===== src/rtl/mdu_pkg.sv =====
package mdu_pkg;
    typedef enum logic [2:0] {
        OP_NOP   = 3'd0,
        OP_MULS  = 3'd1,
        OP_MULU  = 3'd2,
        OP_MFHI  = 3'd3,
        OP_MFLO  = 3'd4,
        OP_MULLO = 3'd5
    } mdu_op_e;

    typedef enum logic [1:0] {
        ST_IDLE = 2'd0,
        ST_RUN  = 2'd1,
        ST_DONE = 2'd2
    } mdu_state_e;

    typedef enum logic [1:0] {
        MODE_SIGNED   = 2'd0,
        MODE_UNSIGNED = 2'd1,
        MODE_LOWORD   = 2'd2
    } mdu_mode_e;
endpackage


===== src/rtl/mdu_operand_prep.sv =====
module mdu_operand_prep #(
    parameter int W = 32
) (
    input  logic [W-1:0] opnd_a,
    input  logic [W-1:0] opnd_b,
    input  logic         is_signed,
    output logic [W-1:0] mag_a,
    output logic [W-1:0] mag_b,
    output logic         negate
);
    logic neg_a;
    logic neg_b;

    always_comb begin
        neg_a  = is_signed & opnd_a[W-1];
        neg_b  = is_signed & opnd_b[W-1];
        mag_a  = neg_a ? (~opnd_a + 1'b1) : opnd_a;
        mag_b  = neg_b ? (~opnd_b + 1'b1) : opnd_b;
        negate = neg_a ^ neg_b;
    end
endmodule


===== src/rtl/mdu_shift_add_core.sv =====
module mdu_shift_add_core #(
    parameter int W = 32
) (
    input  logic           clk,
    input  logic           rst_n,
    input  logic           load,
    input  logic           step,
    input  logic [W-1:0]   mcand_in,
    input  logic [W-1:0]   mplier_in,
    output logic [2*W-1:0] sum_out,
    output logic           last_step
);
    localparam int PW = 2 * W;
    localparam int CW = $clog2(W);
    localparam logic [CW-1:0] LAST_CNT = CW'(W - 1);

    logic [PW-1:0] mcand_q;
    logic [W-1:0]  mplier_q;
    logic [PW-1:0] sum_q;
    logic [CW-1:0] cnt_q;

    always_ff @(posedge clk) begin
        if (!rst_n) begin
            mcand_q  <= '0;
            mplier_q <= '0;
            sum_q    <= '0;
            cnt_q    <= '0;
        end else if (load) begin
            mcand_q  <= {{W{1'b0}}, mcand_in};
            mplier_q <= mplier_in;
            sum_q    <= '0;
            cnt_q    <= '0;
        end else if (step) begin
            if (mplier_q[0]) begin
                sum_q <= sum_q + mcand_q;
            end
            mcand_q  <= mcand_q << 1;
            mplier_q <= mplier_q >> 1;
            cnt_q    <= cnt_q + 1'b1;
        end
    end

    assign sum_out   = sum_q;
    assign last_step = (cnt_q == LAST_CNT);
endmodule


===== src/rtl/mdu_sign_fix.sv =====
module mdu_sign_fix #(
    parameter int PW = 64
) (
    input  logic [PW-1:0] raw,
    input  logic          negate,
    output logic [PW-1:0] fixed
);
    always_comb begin
        fixed = negate ? (~raw + 1'b1) : raw;
    end
endmodule


===== src/rtl/mdu_hilo.sv =====
module mdu_hilo
    import mdu_pkg::*;
#(
    parameter int W = 32
) (
    input  logic         clk,
    input  logic         rst_n,
    input  logic         op_valid,
    input  logic [2:0]   op_code,
    input  logic [W-1:0] src_a,
    input  logic [W-1:0] src_b,
    output logic         busy,
    output logic         stall,
    output logic         rd_valid,
    output logic [W-1:0] rd_data
);
    localparam int PW = 2 * W;

    mdu_state_e state_q;
    mdu_state_e state_d;
    mdu_mode_e  mode_q;
    logic       neg_q;
    logic [W-1:0] hi_q;
    logic [W-1:0] lo_q;

    logic accept;
    logic is_mul;
    logic signed_in;
    logic core_load;
    logic core_step;
    logic core_last;
    logic neg_in;
    logic [W-1:0]  mag_a;
    logic [W-1:0]  mag_b;
    logic [PW-1:0] raw_prod;
    logic [PW-1:0] fin_prod;

    always_comb begin
        is_mul    = (op_code == OP_MULS) || (op_code == OP_MULU) || (op_code == OP_MULLO);
        signed_in = (op_code == OP_MULS) || (op_code == OP_MULLO);
    end

    mdu_operand_prep #(.W(W)) u_prep (
        .opnd_a    (src_a),
        .opnd_b    (src_b),
        .is_signed (signed_in),
        .mag_a     (mag_a),
        .mag_b     (mag_b),
        .negate    (neg_in)
    );

    mdu_shift_add_core #(.W(W)) u_core (
        .clk       (clk),
        .rst_n     (rst_n),
        .load      (core_load),
        .step      (core_step),
        .mcand_in  (mag_a),
        .mplier_in (mag_b),
        .sum_out   (raw_prod),
        .last_step (core_last)
    );

    mdu_sign_fix #(.PW(PW)) u_fix (
        .raw    (raw_prod),
        .negate (neg_q),
        .fixed  (fin_prod)
    );

    // State register
    always_ff @(posedge clk) begin
        if (!rst_n) begin
            state_q <= ST_IDLE;
        end else begin
            state_q <= state_d;
        end
    end

    // Next state and control outputs
    always_comb begin
        state_d   = state_q;
        accept    = 1'b0;
        core_load = 1'b0;
        core_step = 1'b0;
        busy      = 1'b0;
        unique case (state_q)
            ST_IDLE: begin
                accept = op_valid;
                if (op_valid && is_mul) begin
                    core_load = 1'b1;
                    state_d   = ST_RUN;
                end
            end
            ST_RUN: begin
                busy      = 1'b1;
                core_step = 1'b1;
                if (core_last) begin
                    state_d = ST_DONE;
                end
            end
            ST_DONE: begin
                busy    = 1'b1;
                state_d = ST_IDLE;
            end
            default: begin
                state_d = ST_IDLE;
            end
        endcase
        stall = op_valid && busy;
    end

    // Registered results and product registers
    always_ff @(posedge clk) begin
        if (!rst_n) begin
            hi_q     <= '0;
            lo_q     <= '0;
            rd_valid <= 1'b0;
            rd_data  <= '0;
            mode_q   <= MODE_SIGNED;
            neg_q    <= 1'b0;
        end else begin
            rd_valid <= 1'b0;
            if (accept) begin
                if (op_code == OP_MFHI) begin
                    rd_data  <= hi_q;
                    rd_valid <= 1'b1;
                end else if (op_code == OP_MFLO) begin
                    rd_data  <= lo_q;
                    rd_valid <= 1'b1;
                end else if (is_mul) begin
                    neg_q <= neg_in;
                    if (op_code == OP_MULS) begin
                        mode_q <= MODE_SIGNED;
                    end else if (op_code == OP_MULU) begin
                        mode_q <= MODE_UNSIGNED;
                    end else begin
                        mode_q <= MODE_LOWORD;
                    end
                end
            end
            if (state_q == ST_DONE) begin
                if (mode_q == MODE_LOWORD) begin
                    rd_data  <= fin_prod[W-1:0];
                    rd_valid <= 1'b1;
                end else begin
                    hi_q <= fin_prod[PW-1:W];
                    lo_q <= fin_prod[W-1:0];
                end
            end
        end
    end
endmodule


===== config.mk =====
export PLATFORM = sky130hd
export DESIGN_NAME = mdu_hilo
export DESIGN_NICKNAME = d
export VERILOG_FILES = /design/src/rtl/mdu_pkg.sv /design/src/rtl/mdu_operand_prep.sv /design/src/rtl/mdu_shift_add_core.sv /design/src/rtl/mdu_sign_fix.sv /design/src/rtl/mdu_hilo.sv
export SDC_FILE = /design/constraint.sdc
export NUM_CORES = 1
export LEC_CHECK = 0
export ABC_AREA = 0
export CORE_UTILIZATION = 61
export DETAILED_ROUTE_END_ITERATION = 12
export PLACE_DENSITY = 0.82
export SYNTH_ARGS = -nofsm -noshare
export SYNTH_HDL_FRONTEND = slang
export SYNTH_SLANG_ARGS = --single-unit

===== constraint.sdc =====
create_clock -name clk -period 4.5 [get_ports clk]
set_input_delay 0.9 -clock clk [delete_from_list [all_inputs] [get_ports clk]]
set_output_delay 0.9 -clock clk [all_outputs]
set_load 0.02 [all_outputs]

==> reports/summary.txt, run 1 <==
ROUTE
----------------------------------------------------------------------------------------
Iteration-0 DRC Markers ...................................................         1786
Via Count .................................................................        16100
Remaining number of nets flagged by the antenna check after routing .......            0
Average via count per standard cell .......................................         6.39
Drt drc ...................................................................            0
Average routed wire per standard cell .....................................      18.7 um
Detailed-routing iteration count for the pre-antenna-repair pass ..........            5
Total Routed Length .......................................................      47.1 mm

GLOBAL ROUTING
----------------------------------------------------------------------------------------
Number of antenna violations at the first check in global routing .........            0
All-layer global routing usage ............................................        0.327
Wire length of the first global-routing pass ..............................      75.7 mm
Final global-route overflow total .........................................            0
Pin count of the biggest net entering global routing ......................           99
Number of global-route vias before repair .................................        14800

SETUP PATH
----------------------------------------------------------------------------------------
Worst reg-to-reg setup slack ..............................................      0.70 ns
Number of cells on the worst reg-to-reg path ..............................           12
Type of element launching the critical path ...............................     register
Critical path's most frequent cell ........................................ sky130_fd_sc_hd__a21oi_1
Endpoint of the worst-slack reg-to-reg timing path ........................ u_core.sum_out[58]
Cell with the largest stage delay on the worst path ....................... sky130_fd_sc_hd__or4b_2
Delay contributed by the slowest stage of the critical path ...............      0.63 ns
Crit path from ............................................................ u_core.sum_out[0]
Category of the most critical setup path ..................................   reg -> reg
Beginning of the worst register-to-register path .......................... u_core.sum_out[0]
Number of buffer and inverter instances along the worst setup path ........            0
Worst Setup End Kind ......................................................     register
Critical path destination ................................................. u_core.sum_out[58]
Cell type group with the largest total delay on the critical path ......... compound AO/OA/AOI/OAI gates
Worst Path Required .......................................................      5.03 ns
Chain of cells forming the critical path .................................. ha_1, fa_1, a21o_1, a31o_2, a21oi_1, o41ai_1, and4b_1, o21ai_0, a31oi_1, a21oi_1, or4b_2, nand3_1
Maximum fanout along the worst path .......................................            7
Stages on worst setup path ................................................           12
CP arrival ................................................................      4.33 ns

TIMING
----------------------------------------------------------------------------------------
Final Skew ................................................................    0.0202 ns
Least setup slack across all paths after layout ...........................     0.699 ns
Number of hold violations in the final report .............................            0
Final max-slew violation count ............................................            0
Max-Slew Margin vs Limit ..................................................        0.314
Setup total negative slack ................................................         0 ns
Final-report setup violation count ........................................            0
Final worst path period need ..............................................      3.80 ns
Crit share post-route .....................................................        0.845
Transition time of the tightest slew-check pin ............................      1.03 ns
Achievable clock frequency ................................................      263 MHz
RSZ-0062 raised after global routing ......................................        false

CLOCKING
----------------------------------------------------------------------------------------
Cts hold-fix bufs .........................................................            0
TritonCTS clock tree ......................................................          yes
TritonCTS Sinks ...........................................................          267
Clock buffer count from CTS ...............................................           31
CTS clock-pin slew for the worst setup and hold paths .....................      0.06 ns
CTS Buffer Depth ..........................................................            3
Clock root cell ........................................................... sky130_fd_sc_hd__clkbuf_16
Number of setup buffers added after CTS ...................................            0
Number of gates resized after CTS .........................................            0
Clock latency at the later pin of the worst-skew pair .....................      0.59 ns
Clock H-tree levels .......................................................            1

LOGIC SYNTHESIS
----------------------------------------------------------------------------------------
Yosys warnings ............................................................            0
Count leader, synth ....................................................... sky130_fd_sc_hd__nor2_1
Unique cell type count in the Yosys netlist ...............................           68
Cell accounting for the most synthesized area ............................. sky130_fd_sc_hd__dfxtp_1
Yosys reg bits ............................................................          267
Cell types occupying the most area after synthesis ........................ sky130_fd_sc_hd__dfxtp_1, sky130_fd_sc_hd__nor2_1, sky130_fd_sc_hd__mux2i_1
Synthesized cell area .....................................................   16700 um^2
Mean area per synthesized cell ............................................    7.83 um^2
Most used standard cells in the synthesized netlist ....................... sky130_fd_sc_hd__nor2_1, sky130_fd_sc_hd__dfxtp_1, sky130_fd_sc_hd__nand2_1
Top_reg_cell synth ........................................................ sky130_fd_sc_hd__dfxtp_1
Fraction of post-synthesis cell area in the top cell type by area .........        0.320
Cell count after synthesis ................................................         2135
Number of nets in the synthesized netlist .................................         2278
Number of enable-type register cells in the synthesized netlist ...........            0
Sequential element share of the synthesized area ..........................        0.320
Fraction of registers with async set or reset after synthesis .............            0

FLOW RUN
----------------------------------------------------------------------------------------
Max-cap viol count ........................................................            0

PLACE
----------------------------------------------------------------------------------------
Cell area after placement .................................................   17800 um^2
Final weighted congestion in routability-driven placement .................        0.963
Placed instance count .....................................................         2457
DP Worst Slack ............................................................     0.725 ns
Total half-perimeter wirelength after legalization and detailed placement .      34.0 mm
Input/output buffers ......................................................          104

POWER
----------------------------------------------------------------------------------------
Power per cell area .......................................................  319 nW/um^2
Leakage component of the power ............................................   0.00738 uW
Worst VDD drop ............................................................     0.299 mV

FINAL LAYOUT
----------------------------------------------------------------------------------------
Total non-filler cell area in the finished layout .........................   18900 um^2
Proportion of layout cells with a drive suffix above 1 ....................       0.0515
Antenna cell count ........................................................            0
Layout-stage area growth over the synthesis result ........................        12.8%
Fin nets ..................................................................         2292
Final core utilization ....................................................        0.701
Final Instance Count excl. Fillers ........................................         2515

DIE
----------------------------------------------------------------------------------------
I/O pin total .............................................................          105
Standard-cell rows ........................................................           60
Vertical die dimension ....................................................       168 um
X dimension of the die ....................................................       168 um
Total Die Area ............................................................   28100 um^2
Initial Utilization .......................................................        0.622
Placeable Area ............................................................   26900 um^2

RUN STATUS
----------------------------------------------------------------------------------------
Run status ................................................................ complete, no violations

HOLD PATH
----------------------------------------------------------------------------------------
Hold Crit Class ...........................................................   reg -> reg

[final cells by class]
type,count,area (um^2)
multi-input cells,1687,10700
fillers,2210,8030
flip-flops and latches,267,5350
repair buffers,127,1230
clock buffers,43,871
well taps,341,427
clock inverters,15,174
inverters,35,134
[cells in the final DEF, fill, tap and decap left out, types with 10 or more instances in the layout]
cell type | netlist | layout
sky130_fd_sc_hd__a211oi_1 | 112 | 112
sky130_fd_sc_hd__ha_1 | 72 | 71
sky130_fd_sc_hd__o22ai_1 | 30 | 30
sky130_fd_sc_hd__clkdlybuf4s50_1 | 0 | 104
sky130_fd_sc_hd__inv_1 | 34 | 34
sky130_fd_sc_hd__buf_4 | 0 | 22
sky130_fd_sc_hd__xnor2_1 | 77 | 77
sky130_fd_sc_hd__xor2_1 | 98 | 98
sky130_fd_sc_hd__o21bai_1 | 20 | 20
sky130_fd_sc_hd__a21oi_1 | 199 | 198
sky130_fd_sc_hd__or4_1 | 13 | 13
sky130_fd_sc_hd__o31ai_1 | 20 | 20
sky130_fd_sc_hd__mux2i_1 | 100 | 100
sky130_fd_sc_hd__nor3_1 | 27 | 27
sky130_fd_sc_hd__or3_1 | 17 | 17
sky130_fd_sc_hd__and2_1 | 12 | 11
sky130_fd_sc_hd__nand2_1 | 232 | 231
sky130_fd_sc_hd__nor2_1 | 277 | 276
sky130_fd_sc_hd__o21ai_0 | 95 | 95
sky130_fd_sc_hd__clkbuf_16 | 0 | 31
sky130_fd_sc_hd__and3_1 | 18 | 18
sky130_fd_sc_hd__nor4_1 | 10 | 10
sky130_fd_sc_hd__o41ai_1 | 15 | 15
sky130_fd_sc_hd__nand4_1 | 25 | 25
sky130_fd_sc_hd__a31oi_1 | 39 | 39
sky130_fd_sc_hd__dfxtp_1 | 267 | 266
sky130_fd_sc_hd__nand3_1 | 25 | 24
sky130_fd_sc_hd__a21o_1 | 43 | 43
sky130_fd_sc_hd__nor2b_1 | 10 | 10
[cell families after synthesis]
group                      count (synthesis)  share of synthesized area
muxes                                    100                     0.0599
xor gates and xnor gates                 175                     0.0917
buffers and inverters                    181                     0.0435
adders and majority gates                 73                     0.0551
and+or+nand+nor                          704                      0.188
DFF                                      267                      0.320
AOI/OAI and AO/OA                        635                      0.242
[metal layers]
| layer | vias up | global-route usage | wire, um |
|---|---|---|---|
| li1 | 7706 | - | - |
| met1 | 7564 | 0.462 | 20800 |
| met2 | 692 | 0.512 | 20900 |
| met3 | 106 | 0.0470 | 3890 |
| met4 | 0 | 0.106 | 1470 |
| met5 | - | 0 | 0 |
[worst min-delay path by stage]
stage              from  endpoint  slack (ns)  cells past startpoint
5_1_grt        hi_q[10]  hi_q[10]        0.48                      2
6_report       hi_q[14]  hi_q[14]        0.45                      2
3_5_place_dp   hi_q[14]  hi_q[14]        0.45                      2
4_1_cts        hi_q[14]  hi_q[14]        0.45                      2
3_3_place_gp   lo_q[30]  lo_q[30]        0.44                      2
2_1_floorplan   hi_q[0]   hi_q[0]        0.43                      2
[power by group]
| group | total (uW) | internal, uW | switching [uW] |
|---|---|---|---|
| Combinational | 923 | 393 | 529 |
| Clock | 2550 | 1520 | 1020 |
| Sequential | 2530 | 2450 | 79.6 |
[registers in the layout (all words and copies together) (netlist names), 5 cells and up]
register / flops
u_core.mplier_q: 32
u_core.sum_out: 64
u_core.cnt_q: 5
lo_q: 32
u_core.mcand_q: 64
hi_q: 32
rd_data: 32
[worst min-delay path: cells and delay by family (launching register included)]
family | cells | cell delay [ns]
DFF | 1 | 0.31
and+or+nand+nor | 1 | 0.05
AOI/OAI and AO/OA | 1 | 0.05
[stage by stage]
step / hold WS, ns / total power, uW
after floorplan: 0.432 / 3200
after global placement: 0.441 / 3470
after detailed placement: 0.447 / 3490
after CTS: 0.453 / 6020
after global routing: 0.477 / 6210
final: 0.454 / 6010
No activity file was read; power rests on OpenSTA's default activity.
==> run 2: changes to the inputs <==
--- a/config.mk
+++ b/config.mk
@@ -6,9 +6,9 @@
 export NUM_CORES = 1
 export LEC_CHECK = 0
 export ABC_AREA = 0
-export CORE_UTILIZATION = 61
+export CORE_UTILIZATION = 55
 export DETAILED_ROUTE_END_ITERATION = 12
-export PLACE_DENSITY = 0.82
+export PLACE_DENSITY = 0.78
 export SYNTH_ARGS = -nofsm -noshare
 export SYNTH_HDL_FRONTEND = slang
 export SYNTH_SLANG_ARGS = --single-unit
==> constraint.sdc (replaced) <==
create_clock -name clk -period 3.4 [get_ports clk]
set_input_delay 0.68 -clock clk [delete_from_list [all_inputs] [get_ports clk]]
set_output_delay 0.68 -clock clk [all_outputs]
set_load 0.02 [all_outputs]
==> run 2 against run 1 <==
Clock skew fell by 0.0027 ns. Power rose by 35%. Worst setup slack got worse by 0.69 ns. Critical path type unchanged. Critical endpoint is now hi_q[31].
==> reports/summary.txt, run 2 (same netlist as run 1, synthesis figures left out) <==
FINAL LAYOUT
----------------------------------------------------------------------------------------
Fillers ...................................................................         2499   +13%
Fin nets ..................................................................         2357   +2.8%
Final Instance Count excl. Fillers ........................................         2624   +4.3%
Final core utilization ....................................................        0.657   -0.0443
Most used cells in the layout excluding fill and tap cells ................ sky130_fd_sc_hd__nor2_1, sky130_fd_sc_hd__dfxtp_1, sky130_fd_sc_hd__nand2_1
Footprint of the multi-input gates ........................................   10800 um^2   +1.0%
Antenna cell count ........................................................            0   unchanged
Proportion of layout cells with a drive suffix above 1 ....................       0.0886   +0.0371
Most common cell after layout, fill and taps aside ........................ sky130_fd_sc_hd__nor2_1
Layout-stage area growth over the synthesis result ........................        17.2%
Register cell area after layout ...........................................    5360 um^2   +0.19%

DIE
----------------------------------------------------------------------------------------
Total Die Area ............................................................   31100 um^2   +11%
Standard-cell rows ........................................................           63   +5.0%
X dimension of the die ....................................................       176 um   +5.2%
Placeable Area ............................................................   29800 um^2   +11%
Initial Utilization .......................................................        0.561   -0.0609
Vertical die dimension ....................................................       176 um   +5.2%
I/O pin total .............................................................          105   unchanged

GLOBAL ROUTING
----------------------------------------------------------------------------------------
Number of antenna violations at the first check in global routing .........            0   unchanged
All-layer global routing usage ............................................        0.304   -0.0232
Final global-route overflow total .........................................            0   unchanged
Number of global-route vias before repair .................................        15000   +1.9%
Pin count of the biggest net entering global routing ......................          122   +23%
Wire length of the first global-routing pass ..............................      77.3 mm   +2.1%

HOLD PATH
----------------------------------------------------------------------------------------
Start point of the worst min-delay path ...................................      lo_q[0]
Hold Crit Class ...........................................................   reg -> reg

POWER
----------------------------------------------------------------------------------------
Clock network power share .................................................        0.427   +0.003
Leakage component of the power ............................................   0.00774 uW   +4.8%
Part of the power in combinational logic ..................................        0.159   +0.005
Internal power ............................................................      5900 uW   +35%
Worst VDD drop ............................................................     0.366 mV   +22%
Power dissipated by switching net loads ...................................      2190 uW   +34%
Net Sw Frac ...............................................................        0.271   -0.000867
Power per cell area .......................................................  413 nW/um^2   +30%
Post-layout total power ...................................................      8090 uW   +35%
Part of the power in registers ............................................        0.414   -0.008

TIMING
----------------------------------------------------------------------------------------
Number of hold violations in the final report .............................            0   unchanged
Achievable clock frequency ................................................      295 MHz   +12%
Transition time of the tightest slew-check pin ............................      1.07 ns   +0.0382 ns
Final max-slew violation count ............................................            0   unchanged
Final-report setup violation count ........................................            0   unchanged
Final Skew ................................................................    0.0174 ns   -0.00273 ns
Crit share post-route .....................................................        0.998   +0.153
Final worst path period need ..............................................      3.39 ns   -0.408 ns
Setup total negative slack ................................................         0 ns   unchanged
RSZ-0062 raised after global routing ......................................         true
Max-Slew Margin vs Limit ..................................................        0.287   -0.0264

SETUP PATH
----------------------------------------------------------------------------------------
Worst reg-to-reg setup slack ..............................................     0.006 ns   -0.69 ns
Worst Path Required .......................................................      3.82 ns   -1.21 ns
Category of the most critical setup path ..................................   reg -> reg
Endpoint of the worst-slack reg-to-reg timing path ........................     hi_q[31]
Type of element launching the critical path ...............................     register
Number of cells on the worst reg-to-reg path ..............................           11   -1
Beginning of the worst register-to-register path .......................... u_core.sum_out[37]
Worst Setup End Kind ......................................................     register
Crit path from ............................................................ u_core.sum_out[37]
CP arrival ................................................................      3.81 ns   -0.52 ns
Maximum fanout along the worst path .......................................            3   -4
Critical path destination .................................................     hi_q[31]

CLOCKING
----------------------------------------------------------------------------------------
Clock latency at the later pin of the worst-skew pair .....................      0.57 ns   -0.02 ns
CTS Buffer Depth ..........................................................            3   unchanged
TritonCTS Sinks ...........................................................          267   unchanged
TritonCTS clock tree ......................................................          yes
Clock buffer count from CTS ...............................................           29   -6.5%
CTS clock-pin slew for the worst setup and hold paths .....................      0.06 ns   about the same
Clock H-tree levels .......................................................            1   unchanged
Clock root cell ........................................................... sky130_fd_sc_hd__clkbuf_16

ROUTE
----------------------------------------------------------------------------------------
Via Count .................................................................        16100   +0.37%
Total Routed Length .......................................................      48.4 mm   +2.8%
Iteration-0 DRC Markers ...................................................         1464   -18%
Detailed-routing iteration count for the pre-antenna-repair pass ..........            7   +2
Drt drc ...................................................................            0   unchanged
Average via count per standard cell .......................................         6.15   -3.8%
Remaining number of nets flagged by the antenna check after routing .......            0   unchanged
Average routed wire per standard cell .....................................      18.4 um   -1.5%

FLOW RUN
----------------------------------------------------------------------------------------
Max-cap viol count ........................................................            0   unchanged

PLACE
----------------------------------------------------------------------------------------
Placed instance count .....................................................         2570   +4.6%
Input/output buffers ......................................................          104   unchanged
Total half-perimeter wirelength after legalization and detailed placement .      34.8 mm   +2.4%
Final weighted congestion in routability-driven placement .................        0.982   +2.0%

RUN STATUS
----------------------------------------------------------------------------------------
Run status ................................................................ complete, no violations

## run 2: cell count changes in the layout (fill, tap and decap cells not counted), moves of 3 or more
| cell | before | now |
|---|---|---|
| sky130_fd_sc_hd__buf_4 | 22 | 84 |
| sky130_fd_sc_hd__dfxtp_1 | 266 | 258 |
| sky130_fd_sc_hd__dfxtp_2 | 1 | 9 |
| sky130_fd_sc_hd__a21oi_1 | 198 | 193 |
| sky130_fd_sc_hd__a21oi_2 | 1 | 6 |
| sky130_fd_sc_hd__clkinv_2 | 8 | 3 |
| sky130_fd_sc_hd__buf_12 | 1 | 5 |
| sky130_fd_sc_hd__o21ai_0 | 95 | 91 |
| sky130_fd_sc_hd__bufinv_16 | 3 | 6 |
| sky130_fd_sc_hd__or3_4 | 0 | 3 |
## run 2: how the worst min path moves through the flow
stage | cells past startpoint | endpoint | slack, ns
after floorplan | 2 | hi_q[0] | 0.43
after global placement | 2 | hi_q[14] | 0.44
after detailed placement | 2 | hi_q[14] | 0.45
after CTS | 2 | hi_q[8] | 0.45
after global routing | 2 | hi_q[24] | 0.48
final | 2 | lo_q[0] | 0.46
## run 2: layout make-up
cell class / count / area share
Timing Repair Buffer: 194 / 0.0911
Clock buffer: 37 / 0.0401
Multi-Input combinational cell: 1687 / 0.551
Inverter: 35 / 0.00684
Clock inverter: 14 / 0.0126
Sequential cell: 267 / 0.274
Tap cell: 390 / 0.0249
## run 2: per-stage QoR
stage	setup WS, ns	hold slack [ns]	cell area, um^2
4_1_cts	-0.00930	0.453	19500
6_report	0.00646	0.456	19600
2_1_floorplan	0.0164	0.432	16700
3_5_place_dp	-0.146	0.445	18400
3_3_place_gp	-0.0935	0.440	18400
5_1_grt	-0.0879	0.475	19600
## run 2: critical path, stage by stage (launching register included)
cell                       delay (ns)
sky130_fd_sc_hd__dfxtp_2         0.32
sky130_fd_sc_hd__or4_4           0.53
sky130_fd_sc_hd__or3_4           0.38
sky130_fd_sc_hd__or3_4           0.33
sky130_fd_sc_hd__or3_4           0.34
sky130_fd_sc_hd__or4_4           0.52
sky130_fd_sc_hd__nor2_4          0.14
sky130_fd_sc_hd__nand3_4         0.11
sky130_fd_sc_hd__buf_6           0.17
sky130_fd_sc_hd__o31ai_4         0.17
sky130_fd_sc_hd__xor2_1          0.16
sky130_fd_sc_hd__a211oi_1        0.08
## run 2: metal layers
metal,GRT usage,vias to the layer above,wire length (um)
met1,0.424,7522,21500
met4,0.111,0,1640
met2,0.480,682,21600
met5,0,-,0
li1,-,7825,-
met3,0.0368,98,3640
## run 2: what timing repair did
action                     in CTS  in global routing
hold buffers                    0                  0
gates cloned                    0                  0
pin swaps                       6                  5
buffers inserted                2                  1
hold endpoints to repair        0                  0
gates resized for setup         9                 20
setup endpoints to repair       6                 17
## run 2: power by group through the flow
stage | Sequential, uW | Combinational [uW] | Clock, uW
2_1_floorplan | 3400 | 836 | 0
3_3_place_gp | 3410 | 1230 | 0
3_5_place_dp | 3420 | 1250 | 0
4_1_cts | 3350 | 1270 | 3470
5_1_grt | 3360 | 1390 | 3610
6_report | 3350 | 1290 | 3450
==> run 3: changes to the inputs <==
--- a/config.mk
+++ b/config.mk
@@ -9,6 +9,7 @@
 export CORE_UTILIZATION = 55
 export DETAILED_ROUTE_END_ITERATION = 12
 export PLACE_DENSITY = 0.78
+export SKIP_CTS_REPAIR_TIMING = 1
 export SYNTH_ARGS = -nofsm -noshare
 export SYNTH_HDL_FRONTEND = slang
 export SYNTH_SLANG_ARGS = --single-unit
==> run 3 against run 2 <==
The run now ends with negative setup slack left. Highest routed layer unchanged. Clock skew up 0.00058 ns. Flip-flop and latch count unchanged. Final cell count hardly changed. Non-clock buffer count fell by 2. Maximum frequency is 1.9% lower. Clock-buffer cell count stayed put. First-iteration DRC count up 8.9%. Core utilization down 0.096 points. Wire length about the same. Critical path depth unchanged. Design area shrank 0.15%.
==> reports/summary.txt, run 3 (same netlist as run 1, synthesis figures left out) <==
SETUP PATH
----------------------------------------------------------------------------------------
Worst reg-to-reg setup slack ..............................................     -0.06 ns   -0.07 ns
Chain of cells forming the critical path .................................. or4_4, or4_4, or2_4, or4_4, or4_4, nor2_4, nand3_4, buf_6, o31ai_4, xor2_1, a211oi_2
Cell type group with the largest total delay on the critical path ......... simple AND/OR/NAND/NOR gates
Critical path's most frequent cell ........................................ sky130_fd_sc_hd__or4_4
Beginning of the worst register-to-register path .......................... u_core.sum_out[13]
Worst Setup End Kind ......................................................     register
Category of the most critical setup path ..................................   reg -> reg
CP arrival ................................................................      3.88 ns   +0.07 ns
Type of element launching the critical path ...............................     register
Number of buffer and inverter instances along the worst setup path ........            1   unchanged
Cell with the largest stage delay on the worst path ....................... sky130_fd_sc_hd__or4_4
Endpoint of the worst-slack reg-to-reg timing path ........................     hi_q[31]
Maximum fanout along the worst path .......................................            3   unchanged
Worst Path Required .......................................................      3.82 ns   about the same
Number of cells on the worst reg-to-reg path ..............................           11   unchanged
Delay contributed by the slowest stage of the critical path ...............      0.53 ns   about the same

FINAL LAYOUT
----------------------------------------------------------------------------------------
Layout-stage area growth over the synthesis result ........................        17.0%
Final Instance Count excl. Fillers ........................................         2622   -0.076%
Most common cell after layout, fill and taps aside ........................ sky130_fd_sc_hd__nor2_1
Fillers ...................................................................         2501   +0.080%
Proportion of layout cells with a drive suffix above 1 ....................       0.0874   -0.00126
Most used cells in the layout excluding fill and tap cells ................ sky130_fd_sc_hd__nor2_1, sky130_fd_sc_hd__dfxtp_1, sky130_fd_sc_hd__nand2_1
Fin nets ..................................................................         2355   -0.085%
Antenna cell count ........................................................            0   unchanged

PLACE
----------------------------------------------------------------------------------------
Placed instance count .....................................................         2570   unchanged
Final weighted congestion in routability-driven placement .................        0.982   unchanged
Total half-perimeter wirelength after legalization and detailed placement .      34.8 mm   unchanged
Input/output buffers ......................................................          104   unchanged

GLOBAL ROUTING
----------------------------------------------------------------------------------------
All-layer global routing usage ............................................        0.304   about the same
Number of antenna violations at the first check in global routing .........            0   unchanged
Pin count of the biggest net entering global routing ......................          122   unchanged
Number of global-route vias before repair .................................        15000   -0.033%
Met2 Use GR ...............................................................        0.478   -0.00230
Met3 Use GR ...............................................................       0.0362   -0.000646
Routing usage on met1 .....................................................        0.425   +0.000672
Busiest grt layer .........................................................         met2
Final global-route overflow total .........................................            0   unchanged
Wire length of the first global-routing pass ..............................      77.3 mm   about the same

ROUTE
----------------------------------------------------------------------------------------
Drt drc ...................................................................            0   unchanged
Detailed-routing iteration count for the pre-antenna-repair pass ..........            5   -2
Via Count .................................................................        16200   +0.44%
Average routed wire per standard cell .....................................      18.4 um   about the same
Total Routed Length .......................................................      48.3 mm   about the same
Remaining number of nets flagged by the antenna check after routing .......            0   unchanged
Average via count per standard cell .......................................         6.18   +0.52%
Iteration-0 DRC Markers ...................................................         1595   +8.9%

RUN STATUS
----------------------------------------------------------------------------------------
Run status ................................................................ finished, violations left
Violated checks ........................................................... negative setup slack

TIMING
----------------------------------------------------------------------------------------
Number of hold violations in the final report .............................            0   unchanged
Crit share post-route .....................................................         1.02   +0.0193
Hold_ws ...................................................................     0.456 ns   -0.000211 ns
Max-Slew Margin vs Limit ..................................................        0.268   -0.0197
Final worst path period need ..............................................      3.46 ns   +0.0657 ns
Final Skew ................................................................    0.0180 ns   +0.000577 ns
RSZ-0062 raised after global routing ......................................         true
Transition time of the tightest slew-check pin ............................      1.10 ns   +0.0294 ns
Final-report setup violation count ........................................            3   +3
Final max-slew violation count ............................................            0   unchanged
Least setup slack across all paths after layout ...........................   -0.0592 ns   -0.0657 ns
Achievable clock frequency ................................................      289 MHz   -1.9%

DIE
----------------------------------------------------------------------------------------
Total Die Area ............................................................   31100 um^2   unchanged
I/O pin total .............................................................          105   unchanged
X dimension of the die ....................................................       176 um   unchanged
Initial Utilization .......................................................        0.561   unchanged
Standard-cell rows ........................................................           63   unchanged
Placeable Area ............................................................   29800 um^2   unchanged
Vertical die dimension ....................................................       176 um   unchanged

POWER
----------------------------------------------------------------------------------------
Power per cell area .......................................................  414 nW/um^2   about the same
Leakage component of the power ............................................   0.00773 uW   -0.12%
Worst VDD drop ............................................................     0.365 mV   -0.38%

CLOCKING
----------------------------------------------------------------------------------------
CTS Buffer Depth ..........................................................            3   unchanged
Clock buffer count from CTS ...............................................           29   unchanged
Clock H-tree levels .......................................................            1   unchanged
TritonCTS Sinks ...........................................................          267   unchanged
Clock root cell ........................................................... sky130_fd_sc_hd__clkbuf_16
TritonCTS clock tree ......................................................          yes
Clock latency at the later pin of the worst-skew pair .....................      0.57 ns   about the same
CTS clock-pin slew for the worst setup and hold paths .....................      0.06 ns   about the same

FLOW RUN
----------------------------------------------------------------------------------------
Max-cap viol count ........................................................            0   unchanged

HOLD PATH
----------------------------------------------------------------------------------------
Start point of the worst min-delay path ...................................     lo_q[22]
Worst Hold Path EP ........................................................     lo_q[22]
Hold Crit Class ...........................................................   reg -> reg
Hold Path Stages ..........................................................            2   unchanged

run 3: cell types whose count changed in the layout (fill, tap and decap cells not counted), sizes merged:
| cell | delta |
|---|---|
| buf | -2 |
run 3: worst register-to-register path, cell delays in order, from the launching register on:
cell and delay (ns):
sky130_fd_sc_hd__dfxtp_2 0.32, sky130_fd_sc_hd__or4_4 0.52, sky130_fd_sc_hd__or4_4 0.43, sky130_fd_sc_hd__or2_4 0.25, sky130_fd_sc_hd__or4_4 0.42, sky130_fd_sc_hd__or4_4 0.53
sky130_fd_sc_hd__nor2_4 0.12, sky130_fd_sc_hd__nand3_4 0.10, sky130_fd_sc_hd__buf_6 0.16, sky130_fd_sc_hd__o31ai_4 0.17, sky130_fd_sc_hd__xor2_1 0.20, sky130_fd_sc_hd__a211oi_2 0.09
run 3: stage by stage:
stage / instance area (um^2) / power (uW) / util / setup TNS [ns] / setup WS, ns
floorplan: 16700 / 4240 / - / 0 / 0.0164
global placement: 18400 / 4640 / 0.618 / -0.292 / -0.0935
detailed placement: 18400 / 4670 / 0.618 / -0.475 / -0.146
CTS: 19400 / 8080 / 0.653 / -0.674 / -0.179
global route: 19500 / 8360 / 0.656 / -0.503 / -0.135
finish: 19500 / 8090 / 0.656 / -0.123 / -0.0592
run 3: power breakdown:
| group | internal, uW | switching (uW) | total (uW) |
|---|---|---|---|
| Sequential | 3250 | 105 | 3350 |
| Clock | 2090 | 1360 | 3450 |
| Combinational | 559 | 726 | 1290 |
run 3: worst max-delay path by stage:
stage,start,depth (start not counted),slack [ns],end
6_report,u_core.sum_out[13],11,-0.06,hi_q[31]
5_1_grt,u_core.sum_out[13],11,-0.14,hi_q[27]
4_1_cts,u_core.sum_out[37],11,-0.18,hi_q[27]
3_5_place_dp,u_core.sum_out[37],11,-0.15,hi_q[27]
3_3_place_gp,u_core.sum_out[37],11,-0.09,hi_q[27]
2_1_floorplan,u_core.sum_out[37],10,0.02,hi_q[23]
run 3: layer usage:
layer  up-vias  routed length, um
li1       7832                  -
met1      7604              21700
met2       660              21600
met3       102               3400
met4         0               1700
met5         -                  0
run 3: final cells by class:
type / instances / area, um^2 / share of cell area
multi-input combinational: 1687 / 10800 / 0.551
sequential: 267 / 5360 / 0.274
timing repair buffer: 192 / 1770 / 0.0904
clock buffer: 37 / 786 / 0.0402
tap: 390 / 488 / 0.0250
clock inverter: 14 / 246 / 0.0126
inverter: 35 / 134 / 0.00685
